<file path="src/rtl/cdm_pkg.sv">
package cdm_pkg;

   typedef enum logic [2:0] {
      SLOT_IDLE = 3'd0,
      SLOT_RST  = 3'd1,
      SLOT_INIT = 3'd2,
      SLOT_RUN  = 3'd3,
      SLOT_DONE = 3'd4
   } slot_state_e;

endpackage

</file>
<file path="src/rtl/cdm_lowest_pick.sv">
module cdm_lowest_pick #(
   parameter int N  = 4,
   localparam int IW = (N > 1) ? $clog2(N) : 1
) (
   input  logic [N-1:0]  req,
   output logic [N-1:0]  grant,
   output logic [IW-1:0] idx,
   output logic          any
);

   if (N < 1) begin : g_bad_n
      $error("cdm_lowest_pick: N must be at least 1");
   end

   if (N == 1) begin : g_single
      assign grant = req;
      assign idx   = '0;
   end else begin : g_multi
      always_comb begin
         grant = '0;
         idx   = '0;
         for (int i = N - 1; i >= 0; i--) begin
            if (req[i]) begin
               grant    = '0;
               grant[i] = 1'b1;
               idx      = IW'(i);
            end
         end
      end
   end

   assign any = |req;

   always_comb begin
      assert_grant_onehot_R3: assert ($onehot0(grant));
   end

endmodule

</file>
<file path="src/rtl/cdm_core_slot.sv">
module cdm_core_slot
   import cdm_pkg::*;
#(
   parameter int PID_W  = 4,
   parameter int ADDR_W = 16
) (
   input  logic              clk,
   input  logic              rst_n,
   input  logic              launch,
   input  logic [PID_W-1:0]  launch_pid,
   input  logic [ADDR_W-1:0] launch_addr,
   input  logic              done_in,
   input  logic              report,
   output logic              idle,
   output logic              rst_o,
   output logic              init_o,
   output logic [ADDR_W-1:0] addr_o,
   output logic              pending,
   output logic [PID_W-1:0]  pid_o
);

   slot_state_e       state;
   logic [ADDR_W-1:0] addr_q;

   always_ff @(posedge clk or negedge rst_n) begin
      if (!rst_n) begin
         state  <= SLOT_IDLE;
         pid_o  <= '0;
         addr_q <= '0;
      end else begin
         case (state)
            SLOT_IDLE: if (launch) begin
               state  <= SLOT_RST;
               pid_o  <= launch_pid;
               addr_q <= launch_addr;
            end
            SLOT_RST:  state <= SLOT_INIT;
            SLOT_INIT: state <= SLOT_RUN;
            SLOT_RUN:  if (done_in) state <= SLOT_DONE;
            SLOT_DONE: if (report)  state <= SLOT_IDLE;
            default:   state <= SLOT_IDLE;
         endcase
      end
   end

   assign idle    = (state == SLOT_IDLE);
   assign rst_o   = (state == SLOT_RST);
   assign init_o  = (state == SLOT_INIT);
   assign pending = (state == SLOT_DONE);
   assign addr_o  = init_o ? addr_q : '0;

   assert_launch_when_idle_R2: assert property (@(posedge clk) disable iff (!rst_n)
      launch |-> idle);
   assert_rst_then_init_R5: assert property (@(posedge clk) disable iff (!rst_n)
      rst_o |=> init_o);
   assert_rst_single_R4: assert property (@(posedge clk) disable iff (!rst_n)
      rst_o |=> !rst_o);
   assert_report_only_pending_R7: assert property (@(posedge clk) disable iff (!rst_n)
      report |-> pending);
   assert_pending_held_R8: assert property (@(posedge clk) disable iff (!rst_n)
      pending && !report |=> pending);
   assert_done_ignored_idle_R9: assert property (@(posedge clk) disable iff (!rst_n)
      idle && done_in && !launch |=> idle);

endmodule

</file>
<file path="src/rtl/core_dispatch_monitor.sv">
module core_dispatch_monitor #(
   parameter int NUM_CORES  = 4,
   parameter int PID_W      = 4,
   parameter int ADDR_W     = 16,
   localparam int CORE_IDX_W = (NUM_CORES > 1) ? $clog2(NUM_CORES) : 1
) (
   input  logic                  clk,
   input  logic                  rst_n,
   input  logic                  rdy_valid,
   input  logic [PID_W-1:0]      rdy_pid,
   input  logic [ADDR_W-1:0]     rdy_addr,
   output logic                  rdy_accept,
   input  logic [NUM_CORES-1:0]  core_done,
   output logic [NUM_CORES-1:0]  core_rst,
   output logic [NUM_CORES-1:0]  core_init,
   output logic [ADDR_W-1:0]     core_start_addr,
   output logic [NUM_CORES-1:0]  core_busy,
   output logic                  cmpl_valid,
   output logic [PID_W-1:0]      cmpl_pid,
   output logic [CORE_IDX_W-1:0] cmpl_core
);

   if (NUM_CORES < 1) begin : g_bad_cores
      $error("core_dispatch_monitor: NUM_CORES must be at least 1");
   end
   if (PID_W < 1 || ADDR_W < 1) begin : g_bad_width
      $error("core_dispatch_monitor: PID_W and ADDR_W must be at least 1");
   end

   logic [NUM_CORES-1:0]  slot_idle;
   logic [NUM_CORES-1:0]  slot_pending;
   logic [NUM_CORES-1:0]  sel_grant;
   logic [NUM_CORES-1:0]  cmp_grant;
   logic [NUM_CORES-1:0]  launch;
   logic [CORE_IDX_W-1:0] sel_idx;
   logic                  sel_any;
   logic [ADDR_W-1:0]     slot_addr [NUM_CORES];
   logic [PID_W-1:0]      slot_pid  [NUM_CORES];

   cdm_lowest_pick #(.N(NUM_CORES)) i_sel_pick (
      .req   (slot_idle),
      .grant (sel_grant),
      .idx   (sel_idx),
      .any   (sel_any)
   );

   cdm_lowest_pick #(.N(NUM_CORES)) i_cmp_pick (
      .req   (slot_pending),
      .grant (cmp_grant),
      .idx   (cmpl_core),
      .any   (cmpl_valid)
   );

   assign rdy_accept = sel_any;
   assign launch     = rdy_valid ? sel_grant : '0;

   for (genvar c = 0; c < NUM_CORES; c++) begin : g_slot
      cdm_core_slot #(.PID_W(PID_W), .ADDR_W(ADDR_W)) i_slot (
         .clk         (clk),
         .rst_n       (rst_n),
         .launch      (launch[c]),
         .launch_pid  (rdy_pid),
         .launch_addr (rdy_addr),
         .done_in     (core_done[c]),
         .report      (cmp_grant[c]),
         .idle        (slot_idle[c]),
         .rst_o       (core_rst[c]),
         .init_o      (core_init[c]),
         .addr_o      (slot_addr[c]),
         .pending     (slot_pending[c]),
         .pid_o       (slot_pid[c])
      );
   end

   assign core_busy = ~slot_idle;

   always_comb begin
      core_start_addr = '0;
      for (int c = 0; c < NUM_CORES; c++) begin
         core_start_addr = core_start_addr | slot_addr[c];
      end
   end

   assign cmpl_pid = slot_pid[cmpl_core];

   // sel_idx is kept for the checks below
   assert_take_one_core_R4: assert property (@(posedge clk) disable iff (!rst_n)
      rdy_valid && rdy_accept |=> $countones(core_rst) == 1);
   assert_taken_core_R3: assert property (@(posedge clk) disable iff (!rst_n)
      rdy_valid && rdy_accept |=> core_rst[$past(sel_idx)]);
   assert_refused_no_launch_R2: assert property (@(posedge clk) disable iff (!rst_n)
      rdy_valid && !rdy_accept |=> core_rst == '0);
   assert_rst_onehot_R10: assert property (@(posedge clk) disable iff (!rst_n)
      $onehot0(core_rst));
   assert_init_onehot_R10: assert property (@(posedge clk) disable iff (!rst_n)
      $onehot0(core_init));
   assert_addr_quiet_R5: assert property (@(posedge clk) disable iff (!rst_n)
      core_init == '0 |-> core_start_addr == '0);
   assert_freed_after_notice_R7: assert property (@(posedge clk) disable iff (!rst_n)
      cmpl_valid |=> !core_busy[$past(cmpl_core)]);

endmodule

</file>
<file path="config.mk">
export PLATFORM = sky130hd
export DESIGN_NAME = core_dispatch_monitor
export DESIGN_NICKNAME = d
export VERILOG_FILES = /design/src/rtl/cdm_pkg.sv /design/src/rtl/cdm_lowest_pick.sv /design/src/rtl/cdm_core_slot.sv /design/src/rtl/core_dispatch_monitor.sv
export SDC_FILE = /design/constraint.sdc
export NUM_CORES = 1
export LEC_CHECK = 0
export BUFFER_PORTS_ARGS = -buffer_cell sky130_fd_sc_hd__buf_2
export CAP_MARGIN = 25
export CORE_MARGIN = 5
export CORE_UTILIZATION = 33
export CTS_BUF_LIST = sky130_fd_sc_hd__clkbuf_4 sky130_fd_sc_hd__clkbuf_8
export CTS_CLUSTER_DIAMETER = 150
export DETAILED_ROUTE_END_ITERATION = 16
export GPL_TIMING_DRIVEN = 1
export PLACE_DENSITY = 0.62
export SLEW_MARGIN = 20
export SYNTH_ARGS = -nofsm -noshare
export SYNTH_HDL_FRONTEND = slang
export SYNTH_SLANG_ARGS = --single-unit
export TNS_END_PERCENT = 10
</file>
<file path="constraint.sdc">
create_clock -name clk -period 2 [get_ports clk]
set_input_delay 0.3 -clock clk [delete_from_list [all_inputs] [get_ports clk]]
set_output_delay 0.3 -clock clk [all_outputs]
set_load 0.05 [all_outputs]
</file>
==> impl_metrics.py <==
metrics = {
    "floorplanning": {
        "die_h_um": 122,
        "core_mm2": 0.0125,
        "start_util_pct": 33.4,
        "fp.dieW_um": 122,
        "die_area_mm2": 0.0150,
        "num_io_pins": 63,
        "placementRows": 41,
    },
    "synthesis": {
        "avgSynthCellArea_um2": 13.0,
        "synth_fa_ha_area_share_pct": 0,
        "syn_nets": 347,
        "synth_xor_area_share_pct": 0,
        "yosysTopAreaCell": "dfrtp_1",
        "ys_seq_elements": 92,
        "synth_edf_count": 0,
        "synth_cell_types": 31,
        "yosysWarnings": 0,
        "ys_seq_area_share_pct": 55.3,
        "syn_inst": 320,
        "synth_compound_area_share_pct": 8.00,
        "synth-simple-area-share_pct": 8.33,
        "synthTopCellsByArea": "dfrtp_1, mux2_2, a22oi_1",
        "synth_top_area_share_pct": 55.3,
        "synth_flop_cell": "dfrtp_1",
        "syn_area_mm2": 0.00416,
        "synth.area.mux_share_pct": 24.5,
        "synth-async-reset-ratio_pct": 100,
        "synth_top_family_by_area": "multiplexers",
    },
    "grt": {
        "grt_overflow_total": 0,
        "track_usage_pct": 14.5,
        "grt_pass1_wl_mm": 16.6,
        "antenna_found_initial": 1,
        "grt_max_degree": 40,
        "grt_pass1_vias": 3060,
    },
    "sta": {
        "min_period_ns": 2.52,
        "rsz0062_at_grt": "true",
        "slew_violations": 0,
        "achievable-frequency_mhz": 397,
        "hold_violations": 0,
        "setup_viol": 13,
        "setup_slack_ns": -0.522,
        "worst_slew_pin_slew_ns": 0.530,
        "relSlewSlack_pct": 64.7,
        "post-route-period-util_pct": 126,
        "fin_hold_ws_ns": 0.177,
        "skew_ns": 0.00726,
    },
    "cells_and_area": {
        "postLayoutCoreUtil_pct": 44.0,
        "area_growth_pct": 31.9,
        "final_cell_mix": "dfrtp_1, mux2_2, buf_2",
        "drive_gt1_share_pct": 54.3,
        "fillers": 1134,
        "mostFrequentLayoutCell": "dfrtp_1",
        "diodes": 0,
        "nets": 431,
        "fin_cells": 581,
    },
    "drt": {
        "drt_wl_total_mm": 10.1,
        "viasPerCell": 4.96,
        "drc": 0,
        "drt-pass1-iter-count": 4,
        "ant_nets": 0,
        "vias": 2882,
        "wl_per_cell_um": 17.4,
        "first_iter_violations": 126,
    },
    "outcome": {
        "status": "finished with violations",
        "failed_checks": "negative setup slack",
    },
    "clocking": {
        "clockBufferDepth": 2,
        "clockRootBuffer": "clkbuf_8",
        "cts_setup_buffers": 0,
        "htree_levels": 3,
        "cts.sinks": 92,
        "clk_pin_slew_ns": 0.09,
        "clock_latency_ns": 0.36,
        "cts_buffers": 9,
        "cts_tree": "yes",
    },
    "worst_setup_path": {
        "endpoint_kind": "output port",
        "crit_required_ns": 1.70,
        "setup.worst_path.start_class": "flip-flop",
        "arrival_ns": 2.22,
        "crit_path_start": "g_slot[3].i_slot.state[0]",
        "cp-endpoint": "cmpl_pid[1]",
        "path_max_fanout": 9,
        "worst-setup-path-type": "reg -> out",
        "ff2ff_path_depth": 6,
        "ff2ff_setup_slack_ns": 0.08,
        "rr_endpoint": "g_slot[3].i_slot.addr_q[10]",
        "worstReg2RegStart": "g_slot[2].i_slot.state[2]",
    },
    "place": {
        "io_buffers": 62,
        "routabilityCongestion": 0.756,
        "dp.cells": 564,
        "dpl.hpwl_mm": 6.94,
    },
    "hold_path": {
        "min_path_type": "in -> reg",
        "min_from": "core_done[2]",
    },
    "flow_run": {
        "drv_cap": 0,
    },
}
-- cells in the mapped netlist, types with 3 or more instances --
library cell and number:
buf_2 5, nand2_1 25, nand2b_1 5, buf_4 10, nor2_1 13, clkbuf_1 4
a21oi_1 6, and3_1 4, mux2_2 73, mux2_1 7, a22oi_1 32, buf_6 3
nor3b_1 4, nor3_1 3, or3_1 4, dfrtp_1 92, mux2i_1 12, o22ai_1 3
-- through the flow --
step	setup slack, ns	TNS (ns)	area (um^2)
after floorplan	-0.165	-2.16	4260
after global placement	-0.139	-0.548	5010
after detailed placement	-0.194	-0.817	5010
after CTS	-0.544	-3.16	5460
after global routing	-0.630	-4.90	5490
final	-0.522	-2.85	5490
-- per-layer routing --
metal	vias to the layer above	wire length (um)	track usage, %
met5	-	13	0
met4	2	70	3.78
met3	8	611	4.29
met2	71	4960	24.1
met1	1470	4440	18.5
li1	1331	-	-
-- critical path, stage by stage, from the launching register on --
cell and delay, ns:
dfrtp_1 0.39, or3b_4 0.42, a221oi_4 0.30, buf_12 0.19, mux2i_2 0.27, mux2i_4 0.09, buf_4 0.20
-- worst min-delay path by stage --
| stage | slack, ns | to | depth (start not counted) |
|---|---|---|---|
| after floorplan | 0.004 | g_slot[0].i_slot.addr_q[0] | 0 |
| after global placement | 0.31 | g_slot[3].i_slot.pid_o[3] | 1 |
| after detailed placement | 0.32 | g_slot[3].i_slot.pid_o[3] | 1 |
| after CTS | 0.15 | g_slot[2].i_slot.state[1] | 2 |
| after global routing | 0.16 | g_slot[2].i_slot.state[1] | 2 |
| final | 0.18 | g_slot[2].i_slot.state[1] | 2 |
-- flip-flops by register name, summed over array words and instances, names as in the netlist --
signal and count:
g_slot.i_slot.addr_q 64, g_slot.i_slot.state 12, g_slot.i_slot.pid_o 16
-- area by class of cell --
| type | instances | area, um^2 | area share [%] |
|---|---|---|---|
| Clock buffer | 9 | 124 | 2.26 |
| Clock inverter | 7 | 98.8 | 1.80 |
| Inverter | 1 | 3.75 | 0.0684 |
| Multi-Input combinational cell | 204 | 1920 | 35.1 |
| Sequential cell | 92 | 2300 | 42.0 |
| Tap cell | 172 | 215 | 3.92 |
| Timing Repair Buffer | 96 | 818 | 14.9 |
-- cells by family after synthesis --
logic type             count (synthesis)
multiplexers                          92
flip-flops                            92
AO/OA/AOI/OAI                         46
AND/OR/NAND/NOR                       66
buffers and inverters                 24
-- timing repair --
action	CTS	global route
endpoints found under the setup margin	52	25
resized for setup	58	6
pin swaps	3	6
hold buffers	1	0
hold endpoints to repair	37	0
Power is left out: the tool's default activity adds up to more than one toggle a clock period on the data nets, which glitch-free logic cannot reach.
